## src/rtl/sync_timing_pkg.sv

```systemverilog
package sync_timing_pkg;

    localparam int COL_W = 10;
    localparam int ROW_W = 16;

    typedef struct packed {
        logic [COL_W-1:0] line_len;
        logic [COL_W-1:0] col_start;
        logic [COL_W-1:0] hs_end;
        logic [ROW_W-1:0] frame_rows;
        logic [ROW_W-1:0] row_start;
        logic [ROW_W-1:0] vs_end;
        logic [ROW_W-1:0] flash_begin;
        logic [ROW_W-1:0] flash_end;
        logic             pol_hs;
        logic             pol_vs;
        logic             pol_flash;
        logic             pol_blank;
        logic             mirror;
    } tcfg_t;

    typedef enum logic [0:0] {
        UPD_IDLE  = 1'b0,
        UPD_ARMED = 1'b1
    } upd_state_t;

endpackage

```

## src/rtl/sync_shadow_ctrl.sv

```systemverilog
module sync_shadow_ctrl
    import sync_timing_pkg::*;
#(
    parameter tcfg_t RST_CFG = '0
) (
    input  logic  clk,
    input  logic  rst_n,
    input  logic  upd_req,
    input  tcfg_t stage_in,
    input  logic  frame_wrap,
    output tcfg_t act_cfg,
    output logic  busy
);

    upd_state_t state_q, state_d;
    logic       load;
    tcfg_t      stage_q;
    tcfg_t      act_q;

    // state register
    always_ff @(posedge clk or negedge rst_n) begin
        if (!rst_n) state_q <= UPD_IDLE;
        else        state_q <= state_d;
    end

    // next state and transfer strobe
    always_comb begin
        state_d = state_q;
        load    = 1'b0;
        unique case (state_q)
            UPD_IDLE: begin
                if (upd_req) state_d = UPD_ARMED;
            end
            UPD_ARMED: begin
                if (frame_wrap) begin
                    load    = 1'b1;
                    state_d = upd_req ? UPD_ARMED : UPD_IDLE;
                end
            end
        endcase
    end

    always_ff @(posedge clk or negedge rst_n) begin
        if (!rst_n)       stage_q <= RST_CFG;
        else if (upd_req) stage_q <= stage_in;
    end

    always_ff @(posedge clk or negedge rst_n) begin
        if (!rst_n)    act_q <= RST_CFG;
        else if (load) act_q <= stage_q;
    end

    assign act_cfg = act_q;
    assign busy    = (state_q == UPD_ARMED);


    req_arms_chk: assert property (@(posedge clk) disable iff (!rst_n)
        upd_req |=> busy);


    act_hold_chk: assert property (@(posedge clk) disable iff (!rst_n)
        (busy && !frame_wrap) |=> $stable(act_q));


    busy_fall_chk: assert property (@(posedge clk) disable iff (!rst_n)
        $fell(busy) |-> $past(frame_wrap));

endmodule

```

## src/rtl/sync_raster_cnt.sv

```systemverilog
module sync_raster_cnt #(
    parameter int COL_W = 10,
    parameter int ROW_W = 16
) (
    input  logic             clk,
    input  logic             rst_n,
    input  logic [COL_W-1:0] line_len,
    input  logic [ROW_W-1:0] frame_rows,
    output logic [COL_W-1:0] col,
    output logic [ROW_W-1:0] row,
    output logic             frame_wrap
);

    logic [COL_W-1:0] col_q;
    logic [ROW_W-1:0] row_q;
    logic             col_last;
    logic             row_last;

    assign col_last   = (col_q == line_len - 1'b1);
    assign row_last   = (row_q == frame_rows - 1'b1);
    assign frame_wrap = col_last && row_last;

    always_ff @(posedge clk or negedge rst_n) begin
        if (!rst_n) begin
            col_q <= '0;
            row_q <= '0;
        end else if (col_last) begin
            col_q <= '0;
            row_q <= row_last ? '0 : row_q + 1'b1;
        end else begin
            col_q <= col_q + 1'b1;
        end
    end

    assign col = col_q;
    assign row = row_q;


    col_range_chk: assert property (@(posedge clk) disable iff (!rst_n)
        col_q < line_len);


    frame_wrap_chk: assert property (@(posedge clk) disable iff (!rst_n)
        frame_wrap |=> (col_q == '0 && row_q == '0));


    row_step_chk: assert property (@(posedge clk) disable iff (!rst_n)
        (col_last && !row_last) |=> (col_q == '0 && row_q == $past(row_q) + 1'b1));

endmodule

```

## src/rtl/sync_out_decode.sv

```systemverilog
module sync_out_decode
    import sync_timing_pkg::*;
#(
    parameter int ACT_COLS = 352,
    parameter int ACT_ROWS = 288
) (
    input  logic             clk,
    input  logic             rst_n,
    input  logic [COL_W-1:0] col,
    input  logic [ROW_W-1:0] row,
    input  tcfg_t            cfg,
    output logic             hsync,
    output logic             vsync,
    output logic             flash,
    output logic             blank,
    output logic             pix_valid,
    output logic [COL_W-1:0] pix_col,
    output logic [ROW_W-1:0] pix_row
);

    localparam logic [COL_W:0]   COL_SPAN = (COL_W+1)'(ACT_COLS);
    localparam logic [ROW_W:0]   ROW_SPAN = (ROW_W+1)'(ACT_ROWS);
    localparam logic [COL_W-1:0] COL_TOP  = COL_W'(ACT_COLS - 1);

    logic [COL_W:0]   col_x, col_lo, col_hi;
    logic [ROW_W:0]   row_x, row_lo, row_hi;
    logic             in_col, in_row, active;
    logic             hs_act, vs_act, fl_act;
    logic [COL_W-1:0] rel_col;
    logic [ROW_W-1:0] rel_row;

    always_comb begin
        col_x   = {1'b0, col};
        col_lo  = {1'b0, cfg.col_start};
        col_hi  = col_lo + COL_SPAN;
        row_x   = {1'b0, row};
        row_lo  = {1'b0, cfg.row_start};
        row_hi  = row_lo + ROW_SPAN;
        in_col  = (col_x >= col_lo) && (col_x < col_hi);
        in_row  = (row_x >= row_lo) && (row_x < row_hi);
        active  = in_col && in_row;
        rel_col = col - cfg.col_start;
        rel_row = row - cfg.row_start;
        hs_act  = (col < cfg.hs_end);
        vs_act  = (row < cfg.vs_end);
        fl_act  = (row >= cfg.flash_begin) && (row < cfg.flash_end);
    end

    always_comb begin
        hsync     = ~(hs_act ^ cfg.pol_hs);
        vsync     = ~(vs_act ^ cfg.pol_vs);
        flash     = ~(fl_act ^ cfg.pol_flash);
        blank     = ~((!active) ^ cfg.pol_blank);
        pix_valid = active;
        pix_col   = '0;
        pix_row   = '0;
        if (active) begin
            pix_col = cfg.mirror ? (COL_TOP - rel_col) : rel_col;
            pix_row = rel_row;
        end
    end


    coord_range_chk: assert property (@(posedge clk) disable iff (!rst_n)
        pix_valid |-> (pix_col < COL_W'(ACT_COLS) && pix_row < ROW_W'(ACT_ROWS)));


    coord_zero_chk: assert property (@(posedge clk) disable iff (!rst_n)
        !pix_valid |-> (pix_col == '0 && pix_row == '0));

endmodule

```

## src/rtl/sync_timing_gen.sv

```systemverilog
module sync_timing_gen
    import sync_timing_pkg::*;
#(
    parameter int   ACT_COLS        = 352,
    parameter int   ACT_ROWS        = 288,
    parameter int   RST_LINE_LEN    = 500,
    parameter int   RST_FRAME_ROWS  = 400,
    parameter int   RST_COL_START   = 100,
    parameter int   RST_ROW_START   = 10,
    parameter int   RST_HS_END      = 64,
    parameter int   RST_VS_END      = 3,
    parameter int   RST_FLASH_BEGIN = 298,
    parameter int   RST_FLASH_END   = 318,
    parameter logic RST_POL_HS      = 1'b0,
    parameter logic RST_POL_VS      = 1'b0,
    parameter logic RST_POL_FLASH   = 1'b0,
    parameter logic RST_POL_BLANK   = 1'b0,
    parameter logic RST_MIRROR      = 1'b0
) (
    input  logic             clk,
    input  logic             rst_n,
    input  logic [COL_W-1:0] cfg_line_len,
    input  logic [ROW_W-1:0] cfg_frame_rows,
    input  logic [COL_W-1:0] cfg_col_start,
    input  logic [ROW_W-1:0] cfg_row_start,
    input  logic [COL_W-1:0] cfg_hs_end,
    input  logic [ROW_W-1:0] cfg_vs_end,
    input  logic [ROW_W-1:0] cfg_flash_begin,
    input  logic [ROW_W-1:0] cfg_flash_end,
    input  logic             cfg_pol_hs,
    input  logic             cfg_pol_vs,
    input  logic             cfg_pol_flash,
    input  logic             cfg_pol_blank,
    input  logic             cfg_mirror,
    input  logic             upd_req,
    output logic             upd_busy,
    output logic             hsync,
    output logic             vsync,
    output logic             blank,
    output logic             flash,
    output logic             pix_valid,
    output logic [COL_W-1:0] pix_col,
    output logic [ROW_W-1:0] pix_row
);

    localparam tcfg_t RST_CFG = '{
        line_len:    COL_W'(RST_LINE_LEN),
        col_start:   COL_W'(RST_COL_START),
        hs_end:      COL_W'(RST_HS_END),
        frame_rows:  ROW_W'(RST_FRAME_ROWS),
        row_start:   ROW_W'(RST_ROW_START),
        vs_end:      ROW_W'(RST_VS_END),
        flash_begin: ROW_W'(RST_FLASH_BEGIN),
        flash_end:   ROW_W'(RST_FLASH_END),
        pol_hs:      RST_POL_HS,
        pol_vs:      RST_POL_VS,
        pol_flash:   RST_POL_FLASH,
        pol_blank:   RST_POL_BLANK,
        mirror:      RST_MIRROR
    };

    tcfg_t            stage_in;
    tcfg_t            act_cfg;
    logic             frame_wrap;
    logic [COL_W-1:0] col;
    logic [ROW_W-1:0] row;

    always_comb begin
        stage_in.line_len    = cfg_line_len;
        stage_in.col_start   = cfg_col_start;
        stage_in.hs_end      = cfg_hs_end;
        stage_in.frame_rows  = cfg_frame_rows;
        stage_in.row_start   = cfg_row_start;
        stage_in.vs_end      = cfg_vs_end;
        stage_in.flash_begin = cfg_flash_begin;
        stage_in.flash_end   = cfg_flash_end;
        stage_in.pol_hs      = cfg_pol_hs;
        stage_in.pol_vs      = cfg_pol_vs;
        stage_in.pol_flash   = cfg_pol_flash;
        stage_in.pol_blank   = cfg_pol_blank;
        stage_in.mirror      = cfg_mirror;
    end

    sync_shadow_ctrl #(
        .RST_CFG (RST_CFG)
    ) u_shadow (
        .clk        (clk),
        .rst_n      (rst_n),
        .upd_req    (upd_req),
        .stage_in   (stage_in),
        .frame_wrap (frame_wrap),
        .act_cfg    (act_cfg),
        .busy       (upd_busy)
    );

    sync_raster_cnt #(
        .COL_W (COL_W),
        .ROW_W (ROW_W)
    ) u_cnt (
        .clk        (clk),
        .rst_n      (rst_n),
        .line_len   (act_cfg.line_len),
        .frame_rows (act_cfg.frame_rows),
        .col        (col),
        .row        (row),
        .frame_wrap (frame_wrap)
    );

    sync_out_decode #(
        .ACT_COLS (ACT_COLS),
        .ACT_ROWS (ACT_ROWS)
    ) u_dec (
        .clk       (clk),
        .rst_n     (rst_n),
        .col       (col),
        .row       (row),
        .cfg       (act_cfg),
        .hsync     (hsync),
        .vsync     (vsync),
        .flash     (flash),
        .blank     (blank),
        .pix_valid (pix_valid),
        .pix_col   (pix_col),
        .pix_row   (pix_row)
    );

endmodule

```

## config.mk

```make
export PLATFORM = sky130hd
export DESIGN_NAME = sync_timing_gen
export DESIGN_NICKNAME = d
export VERILOG_FILES = /design/src/rtl/sync_timing_pkg.sv /design/src/rtl/sync_shadow_ctrl.sv /design/src/rtl/sync_raster_cnt.sv /design/src/rtl/sync_out_decode.sv /design/src/rtl/sync_timing_gen.sv
export SDC_FILE = /design/constraint.sdc
export NUM_CORES = 1
export LEC_CHECK = 0
export ABC_AREA = 1
export ABC_CLOCK_PERIOD_IN_PS = 3100
export BUFFER_PORTS_ARGS = -buffer_cell sky130_fd_sc_hd__buf_2
export CORE_UTILIZATION = 60
export CTS_BUF_LIST = sky130_fd_sc_hd__clkbuf_8
export CTS_CLUSTER_DIAMETER = 80
export DETAILED_ROUTE_END_ITERATION = 7
export PLACE_DENSITY = 0.81
export SLEW_MARGIN = 20
export SYNTH_ARGS = -nofsm -noshare
export SYNTH_HDL_FRONTEND = slang
export SYNTH_HIERARCHICAL = 1
export SYNTH_SLANG_ARGS = --single-unit
```

## constraint.sdc

```tcl
create_clock -name clk -period 3.1 [get_ports clk]
set_input_delay 0.155 -clock clk [delete_from_list [all_inputs] [get_ports clk]]
set_output_delay 0.155 -clock clk [all_outputs]
set_load 0.1 [all_outputs]
```

==> results.json <==
{
  "syn_area_sq_um": 16000,
  "ys_seq_area_share_pct": 40.7,
  "worstPathRequired_ns": 2.94,
  "finClkSkew_ns": 0.0303,
  "powerDensity_nw_per_um2": 353,
  "area_growth_pct": 23.6,
  "ys_ff_latch": 257,
  "core-area_sq_um": 26100,
  "synth.distinct_cells": 47,
  "gr-usage-all-layers_pct": 30.7,
  "htree_levels": 2,
  "netlist_top_cells_count": "nand2_1 (847), dfrtp_1 (203), inv_1 (199)",
  "synth_top_cell_area_share_pct": 31.8,
  "crit_family": "simple AND/OR/NAND/NOR gates",
  "violations": "negative setup slack",
  "period_minus_slack_ns": 3.34,
  "async_flop_share_pct": 100,
  "ys.flop_type": "dfrtp_1",
  "routed_wl_um": 41000,
  "wl_per_cell_um": 14.9,
  "drt_pass1_iterations": 5,
  "diodes": 0,
  "initialDrtViolationCount": 1232,
  "grt_pass1_vias": 14300,
  "grt_max_degree": 117,
  "hp-class": "input port to register",
  "ant_nets": 0,
  "synth_edf_count": 0,
  "dp_hpwl_um": 26600,
  "viasPerCell": 5.33,
  "arrival_ns": 3.18,
  "die_w_um": 165,
  "num_io_pins": 150,
  "synth_nets": 2324,
  "drv_slew": 0,
  "seqPwrFrac_pct": 51.7,
  "netlist_instances": 2100,
  "fin_setup_tns_ns": -5.97,
  "cts_made_buffers": 42,
  "synth_top_area_cell": "dfrtp_1",
  "initial_utilization_pct": 61.2,
  "drive_above_1_share_pct": 18.0,
  "fin_ws_ns": -0.236,
  "path_cells": "buf_4, nand3_4, buf_4, xor2_1, ha_1, a21o_1, nor2_1, nand3_1, nand2_1, a21oi_2, nor2_4, buf_6, nand3_1, nor2_2, buf_12",
  "grt_pass1_wl_um": 66800,
  "start_kind": "register",
  "hold_violations": 0,
  "worstMarginPinSlew_ns": 0.712,
  "status": "complete, but fails checks",
  "synth.most_common_cell": "nand2_1",
  "drv_cap": 0,
  "internal_power_mw": 5.29,
  "portBuffers": 149,
  "endpoint_kind": "output pin",
  "clockBufferDepth": 3,
  "nNetsFinal": 2608,
  "cts.clk_slew.worst_paths_ns": 0.06,
  "root_buffer": "clkbuf_8",
  "power_mw": 6.96,
  "switching_power_mw": 1.68,
  "die_h_um": 165,
  "power.share.clock_pct": 41.7,
  "critPathBufInv": 4,
  "p_sw_share_pct": 24.1,
  "cpMaxStageDelayCell": "dfrtp_1",
  "power_leakage_nw": 10.6,
  "globalplace.congestion": 0.917,
  "dieArea_sq_um": 27200,
  "max-slew-margin-rel_pct": 52.5,
  "cts_tree": "done",
  "synth_warnings": 6,
  "grt_remaining_overflow": 0,
  "crit_type": "register to output pin",
  "antenna_found_initial": 0,
  "crit_path_max_incr_delay_ns": 0.39,
  "fmax_ghz": 0.300,
  "p_comb_share_pct": 6.6,
  "rsz0062_at_grt": "yes",
  "fin_crit_sh_pct": 108,
  "route.detailed.drc": 0,
  "worst-path-max-fanout": 3,
  "num_rows": 59,
  "clock_latency_ns": 0.55,
  "synth_area_leaders": "dfrtp_1 (32%), nand2_1 (20%), dfstp_2 (8.9%)",
  "cts_sinks": 257,
  "setup_violations": 28,
  "hold_ws_ns": 0.0805,
  "vias": 14700,
  "peakVddDrop_mv": 0.445,
  "syn_area_per_cell_sq_um": 7.60
}
-- layout by cell type, fill, tap and decap left out, types with 26 or more instances in the layout --
cell | netlist | final
dlygate4sd3_1 | 0 | 116
buf_12 | 2 | 35
nand2_1 | 847 | 843
clkbuf_8 | 0 | 50
nor2_1 | 107 | 99
nand3_1 | 196 | 194
a21oi_1 | 57 | 51
ha_1 | 104 | 101
nor2_4 | 29 | 35
buf_2 | 36 | 117
inv_1 | 199 | 217
buf_4 | 22 | 40
dfstp_2 | 54 | 54
xnor2_1 | 26 | 26
dfrtp_1 | 203 | 200
xor2_1 | 51 | 51
-- power groups by stage --
| stage | Combinational, mW | Sequential (mW) | Clock [mW] |
|---|---|---|---|
| after floorplan | 0.160 | 3.62 | 0 |
| after global placement | 0.321 | 3.65 | 0 |
| after detailed placement | 0.335 | 3.65 | 0 |
| after CTS | 0.448 | 3.59 | 2.94 |
| after global routing | 0.520 | 3.61 | 3.09 |
| final | 0.462 | 3.60 | 2.90 |
-- kinds of logic (layout without fill, tap and decap cells) --
family                   count (synthesis)  in the layout  share of synthesized area, %
AND/OR/NAND/NOR                       1270           1271                          34.9
buffers and inverters                  288            603                          8.14
adder cells (fa/ha/maj)                106            106                          8.41
XOR/XNOR                                77             77                          4.23
AO/OA/AOI/OAI                          102            102                          3.58
flip-flops                             257            257                          40.7
-- worst paths after layout --
| path | start | to | slack, ns | depth (start not counted) |
|---|---|---|---|---|
| max | u_shadow/act_cfg[58] | pix_col[8] | -0.24 | 15 |
| min | upd_req | u_shadow/stage_q[26] | 0.08 | 3 |
| max reg2reg | u_shadow/act_cfg[69] | u_shadow/act_cfg[11] | 0.36 | 15 |
| min reg2reg | u_shadow/stage_q[22] | u_shadow/stage_q[22] | 0.46 | 2 |
| max in group asynchronous | rst_n | u_shadow/act_cfg[13] | 1.95 | 3 |
| min in group asynchronous | rst_n | u_shadow/stage_q[85] | 0.22 | 2 |
-- routing by layer --
layer / GRT usage (%) / wire [um]
met1: 40.4 / 17200
met3: 4.72 / 2670
met5: 0 / 0
met4: 9.67 / 1070
met2: 52.0 / 20100
-- tightest hold or removal path, delay by kind of cell --
family	cells	cell delay (ns)
AND/OR/NAND/NOR	2	0.17
buffers and inverters	1	0.30
-- timing repair --
action / in CTS / in global routing
gates resized for setup: 29 / 18
hold endpoints to repair: 175 / 0
gates cloned: 1 / 0
hold buffers: 116 / 0
pin swaps: 10 / 11
buffers inserted: 12 / 6
endpoints found under the setup margin: 28 / 30
-- registers in the layout (all words and copies together) (netlist names) --
signal,count
u_shadow/busy,1
u_cnt/row,16
u_shadow/act_cfg,115
u_shadow/stage_q,115
u_cnt/col,10
-- final cells by class --
| class | instances | area (sq um) |
|---|---|---|
| clock inverter | 26 | 143 |
| clock buffer | 50 | 688 |
| sequential | 257 | 6500 |
| inverter | 209 | 786 |
| multi-input combinational | 1556 | 8320 |
| timing repair buffer | 318 | 2860 |
| tap | 335 | 419 |
| fill | 1828 | 6340 |
-- through the flow --
step / instance area (sq um) / std cells / worst slack, ns / util [%]
2_1_floorplan: 16000 / 2100 / -0.268 / -
3_3_place_gp: 17400 / 2540 / 0.238 / 66.8
3_5_place_dp: 17400 / 2540 / 0.160 / 66.8
4_1_cts: 19600 / 2745 / -0.140 / 75.2
5_1_grt: 19700 / 2751 / -0.381 / 75.7
6_report: 19700 / 2751 / -0.236 / 75.7
(Power assumes the default switching activity.)
